--- src/rtl/bac_pkg.sv ---
// Package: shared types for the burst address counter.
// Assumes: nothing; pure type definitions.
package bac_pkg;

    // Action chosen for the next address on a clock edge.
    typedef enum logic [1:0] {
        BAC_HOLD  = 2'd0,
        BAC_STEP  = 2'd1,
        BAC_LOAD  = 2'd2,
        BAC_CLEAR = 2'd3
    } bac_op_e;

endpackage

--- src/rtl/bac_op_decode.sv ---
// Module: bac_op_decode
// Turns the three active-low controls into one action, applying the
// fixed priority clear > load > step > hold.
// Assumes: inputs are already synchronous to the counter clock.
module bac_op_decode
    import bac_pkg::*;
(
    input  logic    clear_n,
    input  logic    load_n,
    input  logic    step_n,
    output bac_op_e op
);

    // Priority encode the controls into a single action.
    always_comb begin
        if (!clear_n) begin
            op = BAC_CLEAR;
        end else if (!load_n) begin
            op = BAC_LOAD;
        end else if (!step_n) begin
            op = BAC_STEP;
        end else begin
            op = BAC_HOLD;
        end
    end

endmodule

--- src/rtl/bac_incr.sv ---
// Module: bac_incr
// Adds one to an address, wrapping from all ones to zero.
// RIPPLE=1 builds an explicit carry chain; RIPPLE=0 leaves the adder
// to the synthesis tool.
// Assumes: purely combinational; no overflow flag is needed.
module bac_incr #(
    parameter int W      = 16,
    parameter bit RIPPLE = 1'b0
) (
    input  logic [W-1:0] a,
    output logic [W-1:0] y
);

    generate
        if (RIPPLE) begin : g_ripple
            logic [W:0] carry;
            // Seed the chain with the +1.
            assign carry[0] = 1'b1;
            for (genvar i = 0; i < W; i++) begin : g_bit
                // Half adder per bit; the final carry is dropped for wrap.
                assign y[i]       = a[i] ^ carry[i];
                assign carry[i+1] = a[i] & carry[i];
            end
        end else begin : g_behav
            // Let the tool choose the adder structure.
            assign y = a + W'(1);
        end
    endgenerate

endmodule

--- src/rtl/bac_addr_reg.sv ---
// Module: bac_addr_reg
// Selects the next address from the decoded action and stores it.
// The stored value is the address used in the cycle after the edge.
// Assumes: rst_n is synchronous and active low.
module bac_addr_reg
    import bac_pkg::*;
#(
    parameter int W = 16
) (
    input  logic         clk,
    input  logic         rst_n,
    input  bac_op_e      op,
    input  logic [W-1:0] load_val,
    input  logic [W-1:0] inc_val,
    output logic [W-1:0] q
);

    logic [W-1:0] next_q;

    // Pick the next address for the selected action.
    always_comb begin
        unique case (op)
            BAC_CLEAR: next_q = '0;
            BAC_LOAD:  next_q = load_val;
            BAC_STEP:  next_q = inc_val;
            default:   next_q = q;
        endcase
    end

    // Store the selected address; system reset forces zero.
    always_ff @(posedge clk) begin
        if (!rst_n) begin
            q <= '0;
        end else begin
            q <= next_q;
        end
    end

    // after a reset edge the register reads zero.
    assert_sysreset_zero_R7: assert property (@(posedge clk)
        !rst_n |=> (q == '0));

endmodule

--- src/rtl/burst_addr_counter.sv ---
// Module: burst_addr_counter
// Per-port address generator in front of a synchronous memory array.
// Clears, loads, advances or holds the address on each rising edge,
// with no idle cycle between actions.
// Assumes: one clock domain; inputs meet setup/hold to clk.
module burst_addr_counter #(
    parameter int ADDR_W     = 16,
    parameter bit INC_RIPPLE = 1'b0
) (
    input  logic              clk,
    input  logic              rst_n,
    input  logic [ADDR_W-1:0] ext_addr_i,
    input  logic              adr_load_n,
    input  logic              adr_step_n,
    input  logic              adr_clear_n,
    output logic [ADDR_W-1:0] addr_o
);
    import bac_pkg::*;

    localparam logic [ADDR_W-1:0] ALL_ONES = '1;

    bac_op_e           op;
    logic [ADDR_W-1:0] addr_inc;

    bac_op_decode u_decode (
        .clear_n (adr_clear_n),
        .load_n  (adr_load_n),
        .step_n  (adr_step_n),
        .op      (op)
    );

    bac_incr #(
        .W      (ADDR_W),
        .RIPPLE (INC_RIPPLE)
    ) u_incr (
        .a (addr_o),
        .y (addr_inc)
    );

    bac_addr_reg #(
        .W (ADDR_W)
    ) u_reg (
        .clk      (clk),
        .rst_n    (rst_n),
        .op       (op),
        .load_val (ext_addr_i),
        .inc_val  (addr_inc),
        .q        (addr_o)
    );

    // clear forces zero regardless of other controls.
    assert_clear_zero_R4: assert property (@(posedge clk) disable iff (!rst_n)
        !adr_clear_n |=> (addr_o == '0));

    // load takes the bus value even when step is also low.
    assert_load_value_R1: assert property (@(posedge clk) disable iff (!rst_n)
        (adr_clear_n && !adr_load_n) |=> (addr_o == $past(ext_addr_i)));

    // step alone advances by one.
    assert_step_plus_one_R2: assert property (@(posedge clk) disable iff (!rst_n)
        (adr_clear_n && adr_load_n && !adr_step_n)
            |=> (addr_o == ADDR_W'($past(addr_o) + 1'b1)));

    // no control active keeps the address.
    assert_hold_stable_R3: assert property (@(posedge clk) disable iff (!rst_n)
        (adr_clear_n && adr_load_n && adr_step_n) |=> $stable(addr_o));

    // stepping from all ones lands on zero.
    assert_wrap_zero_R6: assert property (@(posedge clk) disable iff (!rst_n)
        (adr_clear_n && adr_load_n && !adr_step_n && addr_o == ALL_ONES)
            |=> (addr_o == '0));

endmodule

--- config.mk ---
export PLATFORM = sky130hd
export DESIGN_NAME = burst_addr_counter
export DESIGN_NICKNAME = d
export VERILOG_FILES = /design/src/rtl/bac_pkg.sv /design/src/rtl/bac_op_decode.sv /design/src/rtl/bac_incr.sv /design/src/rtl/bac_addr_reg.sv /design/src/rtl/burst_addr_counter.sv
export SDC_FILE = /design/constraint.sdc
export NUM_CORES = 1
export LEC_CHECK = 0
export ABC_AREA = 1
export BUFFER_PORTS_ARGS = -buffer_cell sky130_fd_sc_hd__buf_4
export CAP_MARGIN = 20
export CORE_MARGIN = 10
export CORE_UTILIZATION = 50
export CTS_CLUSTER_DIAMETER = 50
export DETAILED_ROUTE_END_ITERATION = 10
export GPL_TIMING_DRIVEN = 0
export HOLD_SLACK_MARGIN = 0.03
export PLACE_DENSITY = 0.8
export RECOVER_POWER = 100
export SLEW_MARGIN = 30
export SYNTH_ARGS = -nofsm -noshare
export SYNTH_HDL_FRONTEND = slang
export SYNTH_SLANG_ARGS = --single-unit
--- constraint.sdc ---
create_clock -name clk -period 1.45 [get_ports clk]
set_input_delay 0.2175 -clock clk [delete_from_list [all_inputs] [get_ports clk]]
set_output_delay 0.2175 -clock clk [all_outputs]
set_load 0.02 [all_outputs]
Yosys cells after proc, flatten, opt, wreduce, memory -nomap -nowiden
Index checks and enable logic that the tools add are counted.

Bits of input ports: 21. Output and inout bits: 16. Logic and storage cells: 10. Bits in registers: 16.

Add/sub/neg operators: 1. Multiplexer cells: 4. Eq/ne operators: 3. Reductions and logical operators: 1.

Operators by type and width (count): 16-bit case mux with 3 select lines (1); 16-bit by 1-bit adder with 16-bit output, second input constant (1); 2-bit == test, second input constant (2); 2-bit 2-to-1 mux (2); 3-bit nonzero test (1); 2-bit by 1-bit == test with 1-bit output, second input constant (1); 1-bit 2-to-1 mux (1).

Longest topological paths before layout
Gate-level depths: netlist (run 1).

Depth in word-level cells: 5. Mapped depth: 7. Depth with buffers taken out: 7.

Hierarchy
From an unflattened synthesis (run 1), not the netlist that was laid out.

Cell total of the unflattened synthesis: 204. Area, all modules: 1293.7 um^2.

By module, submodules not included: bac_addr_reg (area an instance 880.8 um^2, cells an instance 128, times used 1, seq. area each 320.3 um^2); bac_incr (area an instance 397.9 um^2, cells an instance 72, times used 1, seq. area each 0.0 um^2); bac_op_decode (area an instance 15.0 um^2, cells an instance 4, times used 1, seq. area each 0.0 um^2).

Least setup slack after synthesis (run 1)
OpenSTA, ideal clock, no wires.

Kind: register to register. Start point: reg u_reg.q[1]. End point: reg u_reg.q[8]. Clock period less this slack: 1.340 ns. Setup time: 0.070 ns. Cell stages (with the launch flop): 8. Path slack: 0.110 ns. Arrival time: 1.270 ns. Path buffers: 0. Required time: 1.380 ns. Cells stage by stage: dfxtp_1 > ha_1 > nand2_1 > inv_1 > nand2_1 > o21bai_1 > nand3_1 > a21oi_1.

Word-level cells in the longest chain between the ends: 2.

RTL lines: start: declaration (line bac_addr_reg.sv:15) `output logic [W-1:0] q`; start signal: assignment (line bac_addr_reg.sv:35) `q <= next_q;`; 16-bit by 1-bit adder with 16-bit output (line bac_incr.sv:26) `assign y = a + W'(1);`; 16-bit case mux with 3 select lines (line bac_addr_reg.sv:22) `unique case (op)`.

No other way between the ends. A chain may end at the register's enable or synchronous reset.

Worst setup path in the final report (run 1)
Same ends and word-level chain as after synthesis.

==> results by group, run 1 <==
Global route
  – Vias in the first global route: 1206
  – Largest net degree at the start of global routing: 11
  – Global-route wire length before repair: 5340 um
  – GR Overflow Total: 0
  – GRT Resource Usage Total: 14.5%
  – Initial antenna violation count: 0

Finish
  – Final nets: 243
  – Largest Register: u_reg.q
  – Antenna Cells: 0
  – Layout area overhead: 22.1%
  – Biggest regs: u_reg.q: 16 flops
  – Layout cells sized above 1: 20.5%
  – FILL cells: 231
  – Final core utilization: 64.1%
  – Cell area after layout: 0.00140 mm^2
  – Max reg flops: 16

Clock tree
  – Longest Clk Path Bufs: 2
  – Clock slew at reported path FFs: 0.10 ns
  – Number of CTS-inserted buffers: 3
  – CTS tree: done
  – H-tree Lvls: 1
  – Setup repair bufs after CTS: 0
  – Root buffer cell: clkbuf_4
  – TritonCTS Sinks: 16
  – Clk_lat worst skew: 0.29 ns

STA
  – Worst setup margin: 0.126 ns
  – # setup viols final: 0
  – Pins Over Slew Limit: 0
  – Fmax: 755 MHz
  – Clock skew: 0.00753 ns
  – Max_slew headroom: 69.7%
  – Fin crit share: 91.3%
  – Slew at the pin closest to its max-slew limit: 0.454 ns
  – Smallest hold slack: 0.183 ns
  – Hold Fails Final Rpt: 0
  – Min cycle time layout: 1.32 ns

Placement
  – Placer Congestion: 0.854
  – Port bufs: 35
  – Placed Area: 0.00145 mm^2
  – Dpl ws: 0.0665 ns
  – Hpwl dp: 2570 um

Synthesis
  – Post-synthesis sequential area ratio: 27.9%
  – Number of distinct library cells after synthesis: 25
  – Mapped Area: 0.00115 mm^2
  – Combinational family with the most area after synthesis: simple AND/OR/NAND/NOR gates
  – Syn Nets: 203
  – Compound-Gate Fraction of Synth Area: 17.4%
  – Post-Synth XOR/XNOR Area: 0%
  – Register bit count reported by yosys: 16
  – Adder-cell share of the synthesized area: 1.09%
  – Simple-gate area share of the yosys netlist: 41.2%
  – Mean Syn Cell Area: 6.35 um^2
  – Syn Inst Count: 181
  – Yosys Warn Count: 0
  – Mux share of post-synthesis cell area: 0%

Detailed routing
  – Routed length per instance: 13.1 um
  – Initial DRC count: 67
  – Final WL: 3240 um
  – Post-route ant nets: 0
  – Via density: 5.30
  – Via count: 1309
  – 1st-pass router iterations: 6
  – Final routed DRC violation total: 0

Setup path
  – Max incr delay on CP: 0.40 ns
  – Worst Setup Start Kind: register
  – Delay-heaviest family, CP: flip-flops
  – Critical path class: reg -> reg
  – Arrival time at the worst endpoint: 1.56 ns
  – Critical-path top delay cell: dfxtp_1
  – CP Capture Type: register
  – Critical path buffers and inverters: 1
  – Worst EP required: 1.68 ns
  – Reg2reg setup slack: 0.13 ns
  – Critical path fanouts, max: 6
  – CP most frequent cell: nand2_1
  – CP Cell Sequence: ha_1 > nand2_1 > inv_2 > nand2_1 > o21bai_1 > nand3_1 > a21oi_1

Pwr
  – NetSw: 0.000275 W
  – Flop pwr share: 53.4%
  – Clock share of power: 26.2%
  – Logic pwr share: 20.4%
  – Switching share of power: 30.3%
  – P_leak: 0.581 nW
  – Peak VDD IR: 0.556 mV
  – P_int: 0.000632 W
  – PD cells: 646 mW/mm^2

Floorplan
  – I/O pins: 37
  – Die area: 0.00462 mm^2
  – Row count: 17
  – Die height: 68.0 um
  – Placeable Area: 0.00219 mm^2
  – Die width: 68.0 um
  – Starting Density: 52.5%

Hold path
  – Worst hold path class: in -> reg

Outcome
  – Status: finished, final reports clean

Flow run
  – Max_cap viols: 0
[per-stage QoR]
stage                     std cells  power (W)  TNS, ns
after floorplan                 181   0.000602        0
after global placement          244   0.000691        0
after detailed placement        244   0.000699        0
after CTS                       247   0.000935        0
after global routing            247   0.000958  -0.0134
final                           247   0.000907        0
[worst paths after layout]
path | depth (start not counted) | startpoint | to
hold / removal | 3 | ext_addr_i[6] | u_reg.q[6]
setup reg to reg | 7 | u_reg.q[1] | u_reg.q[8]
hold reg to reg | 2 | u_reg.q[0] | u_reg.q[0]
setup / recovery | 7 | u_reg.q[1] | u_reg.q[8]
[per-layer routing]
layer	up-vias	share of wire (%)	track usage (%)
met1	572	43	17.1
li1	673	-	-
met3	9	7.7	3.59
met4	0	2.3	6.78
met2	55	47	24.1
met5	-	0	0
[worst register-to-register path, delay by kind of cell (launching register included)]
kind / cells / cell delay, ns
buffers and inverters: 1 / 0.13
adders and majority gates: 1 / 0.22
and+or+nand+nor: 3 / 0.27
AOI/OAI and AO/OA: 2 / 0.25
DFF: 1 / 0.40
[power by group through the flow]
stage / Clock, W / Combinational [W] / Sequential, W
6_report: 0.000237 / 0.000185 / 0.000484
3_5_place_dp: 0 / 0.000205 / 0.000494
4_1_cts: 0.000245 / 0.000206 / 0.000484
3_3_place_gp: 0 / 0.000199 / 0.000493
5_1_grt: 0.000263 / 0.000207 / 0.000488
2_1_floorplan: 0 / 0.0000899 / 0.000512
[synth_stat cells]
| library cell | count | area, um^2 |
|---|---|---|
| a21o_1 | 1 | 7.51 |
| a21oi_1 | 7 | 35.0 |
| a21oi_2 | 2 | 17.5 |
| a31oi_1 | 6 | 37.5 |
| buf_2 | 1 | 5.00 |
| buf_4 | 1 | 7.51 |
| buf_8 | 1 | 15.0 |
| clkbuf_1 | 1 | 3.75 |
| dfxtp_1 | 16 | 320 |
| ha_1 | 1 | 12.5 |
| inv_1 | 25 | 93.8 |
| inv_2 | 3 | 11.3 |
| inv_4 | 1 | 6.26 |
| nand2_1 | 46 | 173 |
| nand2_2 | 7 | 43.8 |
| nand3_1 | 22 | 110 |
| nand4_1 | 6 | 37.5 |
| nor2_1 | 8 | 30.0 |
| nor2_2 | 3 | 18.8 |
| nor2_4 | 5 | 56.3 |
| nor3_1 | 1 | 5.00 |
| o211ai_1 | 4 | 30.0 |
| o21ai_0 | 1 | 5.00 |
| o21ai_1 | 9 | 45.0 |
| o21bai_1 | 3 | 22.5 |
[cell type report]
class | instances | area (um^2) | area share, %
Buffer | 4 | 30.0 | 2.14
Clock buffer | 3 | 22.5 | 1.60
Inverter | 29 | 111 | 7.93
Multi-Input combinational cell | 132 | 684 | 48.8
Sequential cell | 16 | 322 | 22.9
Tap cell | 28 | 35.0 | 2.50
Timing Repair Buffer | 35 | 199 | 14.2
[repair_timing]
item / in CTS / in global routing
hold endpoints to repair: 0 / 0
endpoints found under the setup margin: 0 / 2
gates resized for setup: 0 / 3
hold buffers: 0 / 0
[cell families (layout without fill, tap and decap cells)]
kind of cell | count (synthesis) | in the layout
adders and majority gates | 1 | 1
and+or+nand+nor | 98 | 98
AOI/OAI and AO/OA | 33 | 33
buffers and inverters | 33 | 71
DFF | 16 | 16
[layout by cell type (no fill, tap or decap), drive strengths merged, types with 3 or more instances in the layout]
master  instances
nand4           6
inv            29
a21oi           9
nand2          53
buf            20
o21ai          10
a31oi           6
dfxtp          16
o211ai          4
o21bai          3
nor2           16
clkbuf         22
nand3          22
No activity file was read; power rests on OpenSTA's default activity.
==> inputs of run 2 (changes only) <==
- RECOVER_POWER: 100 -> not set
==> run 2 against run 1 <==
Total power grew 2.9%. Count of clock-buffer cells in the layout is the same. Highest routed layer unchanged. Global-route usage is the same. Sequential share of layout area shrank 1.1 points. Non-clock buffer count is the same. Clock power grew 3%. Critical path depth is the same. Cell count is the same. Largest cell class unchanged. Setup slack lost 0.011 ns. Cell area grew 5.2%. Largest power group unchanged. Critical path type unchanged.
==> results by group, run 2 (synthesis gave the netlist of run 1 again) <==
Finish
  – Commonest non-fill, non-tap cell in the layout: nand2_1 (unchanged)
  – FF+latch area: 322 um^2 (unchanged)
  – Layout cells sized above 1: 29.2% (was 20.5%)
  – Biggest regs: u_reg.q: 16 flops (unchanged)
  – Final nets: 243 (unchanged)
  – Max reg flops: 16 (unchanged)
  – Multi-input logic area: 692 um^2 (was 684 um^2)
  – Layout area overhead: 28.4% (was 22.1%)
  – Antenna Cells: 0 (unchanged)
  – Cell area after layout: 0.00148 mm^2 (was 0.00140 mm^2)
  – Commonest cells after routing, fill and taps aside: nand2_1, buf_4, inv_1, nand3_1, dfxtp_1 (was nand2_1, inv_1, nand3_1, buf_4, clkbuf_1)
  – Post-route insts no fill: 247 (unchanged)
  – FILL cells: 206 (was 231)
  – Final core utilization: 67.4% (was 64.1%)
  – Largest Register: u_reg.q (unchanged)

Clock tree
  – Longest Clk Path Bufs: 2 (unchanged)
  – H-tree Lvls: 1 (unchanged)
  – Clk_lat worst skew: 0.30 ns (was 0.29 ns)
  – Post-CTS sizing: 0 (unchanged)
  – Root buffer cell: clkbuf_4 (unchanged)
  – CTS tree: done (unchanged)
  – TritonCTS Sinks: 16 (unchanged)
  – Post-CTS Hold Buffers: 0 (unchanged)
  – Setup repair bufs after CTS: 0 (unchanged)
  – Clock slew at reported path FFs: 0.09 ns (was 0.10 ns)
  – Number of CTS-inserted buffers: 3 (unchanged)

Global route
  – Initial antenna violation count: 0 (unchanged)
  – Global-route wire length before repair: 5340 um (unchanged)
  – Vias in the first global route: 1206 (unchanged)
  – GR Overflow Total: 0 (unchanged)
  – Largest net degree at the start of global routing: 11 (unchanged)
  – GRT Resource Usage Total: 14.5% (unchanged)

Detailed routing
  – Initial DRC count: 59 (was 67)
  – Final routed DRC violation total: 0 (unchanged)
  – Final WL: 3250 um (was 3240 um)
  – Routed length per instance: 13.2 um (was 13.1 um)
  – Post-route ant nets: 0 (unchanged)
  – Via count: 1293 (was 1309)
  – 1st-pass router iterations: 4 (was 6)
  – Via density: 5.23 (was 5.30)

Setup path
  – Worst Reg2Reg Path Length in Cells: 7 (unchanged)
  – Worst reg2reg path startpoint: u_reg.q[1] (unchanged)
  – CP Capture Type: register (unchanged)
  – Critical path class: reg -> reg (unchanged)
  – Worst EP required: 1.69 ns (was 1.68 ns)
  – CP endpoint: u_reg.q[8] (unchanged)
  – Critical path fanouts, max: 6 (unchanged)
  – Max incr delay on CP: 0.40 ns (about the same)
  – Critical-path top delay cell: dfxtp_1 (unchanged)
  – Reg2reg setup slack: 0.12 ns (was 0.13 ns)
  – R2r endpoint: u_reg.q[8] (unchanged)
  – Worst Setup Start Kind: register (unchanged)
  – CP startpoint: u_reg.q[1] (unchanged)
  – CP most frequent cell: nand2_1 (unchanged)
  – CP Cell Sequence: ha_1 > nand2_1 > inv_2 > nand2_1 > o21bai_1 > nand3_1 > a21oi_1 (unchanged)
  – Arrival time at the worst endpoint: 1.57 ns (was 1.56 ns)

Flow run
  – Max_cap viols: 0 (unchanged)

Placement
  – Placer Congestion: 0.854 (unchanged)
  – Dpl cells: 244 (unchanged)
  – Port bufs: 35 (unchanged)
  – Placed Area: 0.00145 mm^2 (unchanged)
  – Hpwl dp: 2570 um (unchanged)

STA
  – Fin crit share: 92.0% (was 91.3%)
  – Pins Over Slew Limit: 0 (unchanged)
  – Smallest hold slack: 0.175 ns (was 0.183 ns)
  – Min cycle time layout: 1.33 ns (was 1.32 ns)
  – Slew at the pin closest to its max-slew limit: 0.422 ns (was 0.454 ns)
  – Hold Fails Final Rpt: 0 (unchanged)
  – # setup viols final: 0 (unchanged)
  – Max_slew headroom: 71.9% (was 69.7%)
  – Fmax: 749 MHz (was 755 MHz)
  – Clock skew: 0.00408 ns (was 0.00753 ns)

Pwr
  – Peak VDD IR: 0.559 mV (was 0.556 mV)
  – P_leak: 0.655 nW (was 0.581 nW)
  – PD cells: 632 mW/mm^2 (was 646 mW/mm^2)

Floorplan
  – Die area: 0.00462 mm^2 (unchanged)
  – Die height: 68.0 um (unchanged)
  – Row count: 17 (unchanged)
  – I/O pins: 37 (unchanged)
  – Placeable Area: 0.00219 mm^2 (unchanged)
  – Die width: 68.0 um (unchanged)
  – Starting Density: 52.5% (unchanged)

Outcome
  – Status: finished, final reports clean (unchanged)

Hold path
  – Worst hold path class: in -> reg (unchanged)
[run 2: cell types whose count changed in the layout (fill, tap and decap cells not counted)]
cell	delta
nor2_1	-1
nor2_4	+1
clkbuf_1	-18
buf_4	+17
buf_2	+1
[run 2: worst min-delay path by stage]
| stage | startpoint | end | slack (ns) | cells after the start |
|---|---|---|---|---|
| finish | ext_addr_i[6] | u_reg.q[6] | 0.18 | 3 |
| global route | ext_addr_i[6] | u_reg.q[6] | 0.18 | 3 |
| CTS | ext_addr_i[6] | u_reg.q[6] | 0.18 | 3 |
| detailed placement | ext_addr_i[6] | u_reg.q[6] | 0.49 | 3 |
| global placement | ext_addr_i[6] | u_reg.q[6] | 0.48 | 3 |
| floorplan | ext_addr_i[6] | u_reg.q[6] | 0.36 | 2 |
[run 2: final cells by class]
cell class                      instances  area share [%]
Buffer                                  4            2.12
Clock buffer                            3            1.53
Inverter                               29            7.54
Multi-Input combinational cell        132            46.9
Sequential cell                        16            21.8
Tap cell                               28            2.37
Timing Repair Buffer                   35            17.8
[run 2: worst max-delay path: cells and delay by family (launching register included)]
kind            cells  cell delay [ns]
flops               1             0.40
simple gates        3             0.27
compound gates      2             0.25
fa+ha+maj           1             0.22
buf+inv             1             0.13
[run 2: where the power goes]
part	total [W]	switching (W)	internal [W]
Sequential	0.000485	0.0000264	0.000458
Combinational	0.000204	0.000110	0.0000941
Clock	0.000244	0.000147	0.0000970
Total	0.000933	0.000284	0.000650
[run 2: metrics by stage]
stage / setup slack [ns] / total power [W] / setup TNS [ns]
after global placement: 0.147 / 0.000691 / 0
after floorplan: 0.110 / 0.000602 / 0
after CTS: 0.0505 / 0.000935 / 0
after global routing: -0.0156 / 0.000977 / -0.0156
after detailed placement: 0.0665 / 0.000699 / 0
final: 0.115 / 0.000933 / 0
[run 2: metal layers]
layer  wire (um)  track usage [%]
met1        1430             17.1
met2        1530             24.1
met3         219             3.59
met4          76             6.78
met5           0                0
==> inputs of run 3 (changes only) <==
- CORE_UTILIZATION: 50 -> 45
- PLACE_DENSITY: 0.8 -> 0.76
- clock period: 1.45 -> 1.2 ns (I/O delays scaled with it)
==> run 3 against run 2 <==
Maximum frequency grew 9.9%. Largest power group unchanged. First-iteration DRC count grew 44%. Count of clock-buffer cells in the layout is the same. Hold slack lost 0.048 ns. Flip-flop and latch count is the same. Clock skew shrank 0.0018 ns. Register-to-register slack lost 0.13 ns. Critical path depth is the same. Setup slack lost 0.13 ns. The run now ends with negative setup slack left. Critical endpoint is now u_reg.q[14]. Highest routed layer unchanged. Sequential share of layout area shrank 0.92 points. Total power grew 26%.
==> results by group, run 3 (synthesis gave the netlist of run 1 again) <==
Detailed routing
  – Final WL: 3780 um (was 3250 um)
  – Post-route ant nets: 0 (unchanged)
  – Routed length per instance: 14.4 um (was 13.2 um)
  – Via count: 1408 (was 1293)
  – Via density: 5.35 (was 5.23)
  – Final routed DRC violation total: 0 (unchanged)
  – Initial DRC count: 85 (was 59)
  – 1st-pass router iterations: 4 (unchanged)

Floorplan
  – Placeable Area: 0.00245 mm^2 (was 0.00219 mm^2)
  – Starting Density: 46.8% (was 52.5%)
  – Row count: 18 (was 17)
  – Die area: 0.00498 mm^2 (was 0.00462 mm^2)
  – Die width: 70.6 um (was 68.0 um)
  – Die height: 70.6 um (was 68.0 um)
  – I/O pins: 37 (unchanged)

Placement
  – Port bufs: 35 (unchanged)
  – Dpl ws: -0.0517 ns (was 0.0665 ns)
  – Placer Congestion: 0.840 (was 0.854)
  – Hpwl dp: 2570 um (about the same)

Global route
  – Vias in the first global route: 1335 (was 1206)
  – GRT Resource Usage Total: 13.6% (was 14.5%)
  – Global-route wire length before repair: 5820 um (was 5340 um)
  – Initial antenna violation count: 0 (unchanged)
  – GR Overflow Total: 0 (unchanged)
  – Largest net degree at the start of global routing: 11 (unchanged)

Setup path
  – CP Cell Sequence: ha_4 > nand3_2 > nor2_4 > nand3_1 > nand2_1 > nand3_1 > a21oi_2 (was ha_1 > nand2_1 > inv_2 > nand2_1 > o21bai_1 > nand3_1 > a21oi_1)
  – Max incr delay on CP: 0.40 ns (about the same)
  – Critical-path top delay cell: dfxtp_4 (was dfxtp_1)
  – Arrival time at the worst endpoint: 1.45 ns (was 1.57 ns)
  – Worst EP required: 1.44 ns (was 1.69 ns)
  – Critical path class: reg -> reg (unchanged)
  – Critical path fanouts, max: 5 (was 6)
  – Worst Setup Start Kind: register (unchanged)
  – CP Capture Type: register (unchanged)
  – CP most frequent cell: nand3_1 (was nand2_1)
  – Reg2reg setup slack: -0.01 ns (was 0.12 ns)

STA
  – Hold Fails Final Rpt: 0 (unchanged)
  – Worst setup margin: -0.0140 ns (was 0.115 ns)
  – # setup viols final: 4 (was 0)
  – Clock skew: 0.00232 ns (was 0.00408 ns)
  – Pins Over Slew Limit: 0 (unchanged)
  – Max_slew headroom: 70.8% (was 71.9%)
  – Fmax: 824 MHz (was 749 MHz)
  – Fin crit share: 101% (was 92.0%)
  – RSZ-0062 raised after global routing: true
  – Slew at the pin closest to its max-slew limit: 0.439 ns (was 0.422 ns)
  – Min cycle time layout: 1.21 ns (was 1.33 ns)

Clock tree
  – Post-CTS Hold Buffers: 0 (unchanged)
  – Longest Clk Path Bufs: 2 (unchanged)
  – CTS tree: done (unchanged)
  – Clk_lat worst skew: 0.30 ns (about the same)
  – Root buffer cell: clkbuf_4 (unchanged)
  – Clock slew at reported path FFs: 0.10 ns (was 0.09 ns)
  – Number of CTS-inserted buffers: 3 (unchanged)
  – TritonCTS Sinks: 16 (unchanged)
  – H-tree Lvls: 1 (unchanged)

Finish
  – Commonest cells after routing, fill and taps aside: buf_4, nand2_1, inv_1, nand3_1, o21ai_1 (was nand2_1, buf_4, inv_1, nand3_1, dfxtp_1)
  – FF+latch area: 353 um^2 (was 322 um^2)
  – Commonest non-fill, non-tap cell in the layout: buf_4 (was nand2_1)
  – Max reg flops: 16 (unchanged)
  – Largest Register: u_reg.q (unchanged)
  – Final nets: 256 (was 243)
  – Layout cells sized above 1: 42.9% (was 29.2%)
  – Biggest regs: u_reg.q: 16 flops (unchanged)
  – Antenna Cells: 0 (unchanged)
  – Layout area overhead: 47.1% (was 28.4%)
  – Multi-input logic area: 769 um^2 (was 692 um^2)
  – FILL cells: 205 (was 206)
  – Final core utilization: 68.9% (was 67.4%)

Pwr
  – PD cells: 692 mW/mm^2 (was 632 mW/mm^2)
  – P_leak: 0.744 nW (was 0.655 nW)
  – Pwr Total: 0.00117 W (was 0.000933 W)
  – Peak VDD IR: 0.711 mV (was 0.559 mV)

Hold path
  – Worst hold path class: in -> reg (unchanged)

Outcome
  – Status: finished with violations (was finished, final reports clean)
  – Failing checks: negative setup slack

Flow run
  – Max_cap viols: 0 (unchanged)
-- run 3: changes by cell type in the layout (fill, tap and decap cells not counted), moves of 3 or more --
cell     previous run  this run
nand3_1            22        19
dfxtp_2             1         5
a21oi_1             7         2
a21oi_2             2         7
dfxtp_1            15         4
buf_4              36        49
nand3_2             0         3
dfxtp_4             0         7
-- run 3: layout make-up --
cell class,instances,share of cell area (%)
clock buffers,3,1.33
repair buffers,48,21.3
well taps,30,2.22
plain buffers,4,1.85
multi-input cells,132,45.5
inverters,29,6.73
flip-flops and latches,16,20.9
clock inverters,1,0.222
-- run 3: repair_timing --
item                                    CTS  global route
pin swaps                                 3             7
setup buffers                             3            10
gates resized for setup                   7            20
endpoints found under the setup margin    8            10
-- run 3: path summary, 6_finish.rpt --
path	start	cells after the start	endpoint
max reg2reg	u_reg.q[1]	7	u_reg.q[14]
max	u_reg.q[1]	7	u_reg.q[14]
min reg2reg	u_reg.q[5]	2	u_reg.q[5]
min	ext_addr_i[6]	3	u_reg.q[6]
-- run 3: per-stage QoR --
step | instances | TNS (ns) | area, um^2 | hold WS (ns)
final | 263 | -0.0331 | 1690 | 0.127
after global routing | 263 | -0.677 | 1690 | 0.127
after CTS | 253 | -0.00561 | 1550 | 0.124
after detailed placement | 246 | -0.133 | 1480 | 0.451
after global placement | 246 | -0.0196 | 1480 | 0.441
after floorplan | 181 | 0 | 1180 | 0.320
-- run 3: worst max-delay path, delay by kind of cell (launching register included) --
family | cells | cell delay, ns
compound gates | 1 | 0.12
fa+ha+maj | 1 | 0.15
simple gates | 5 | 0.49
flops | 1 | 0.40
-- run 3: report_power, final --
part / switching [W] / internal, W / leakage (nW)
Combinational: 0.000147 / 0.000127 / 0.591
Sequential: 0.0000366 / 0.000546 / 0.138
Clock: 0.000194 / 0.000121 / 0.0154
Total: 0.000377 / 0.000794 / 0.744
-- run 3: layer usage --
| layer | track usage (%) | up-vias | routed length [um] |
|---|---|---|---|
| met5 | 0 | - | 0 |
| met4 | 4.09 | 0 | 38 |
| met3 | 4.74 | 8 | 367 |
| met2 | 23.1 | 71 | 1860 |
| met1 | 15.7 | 631 | 1510 |
| li1 | - | 698 | - |
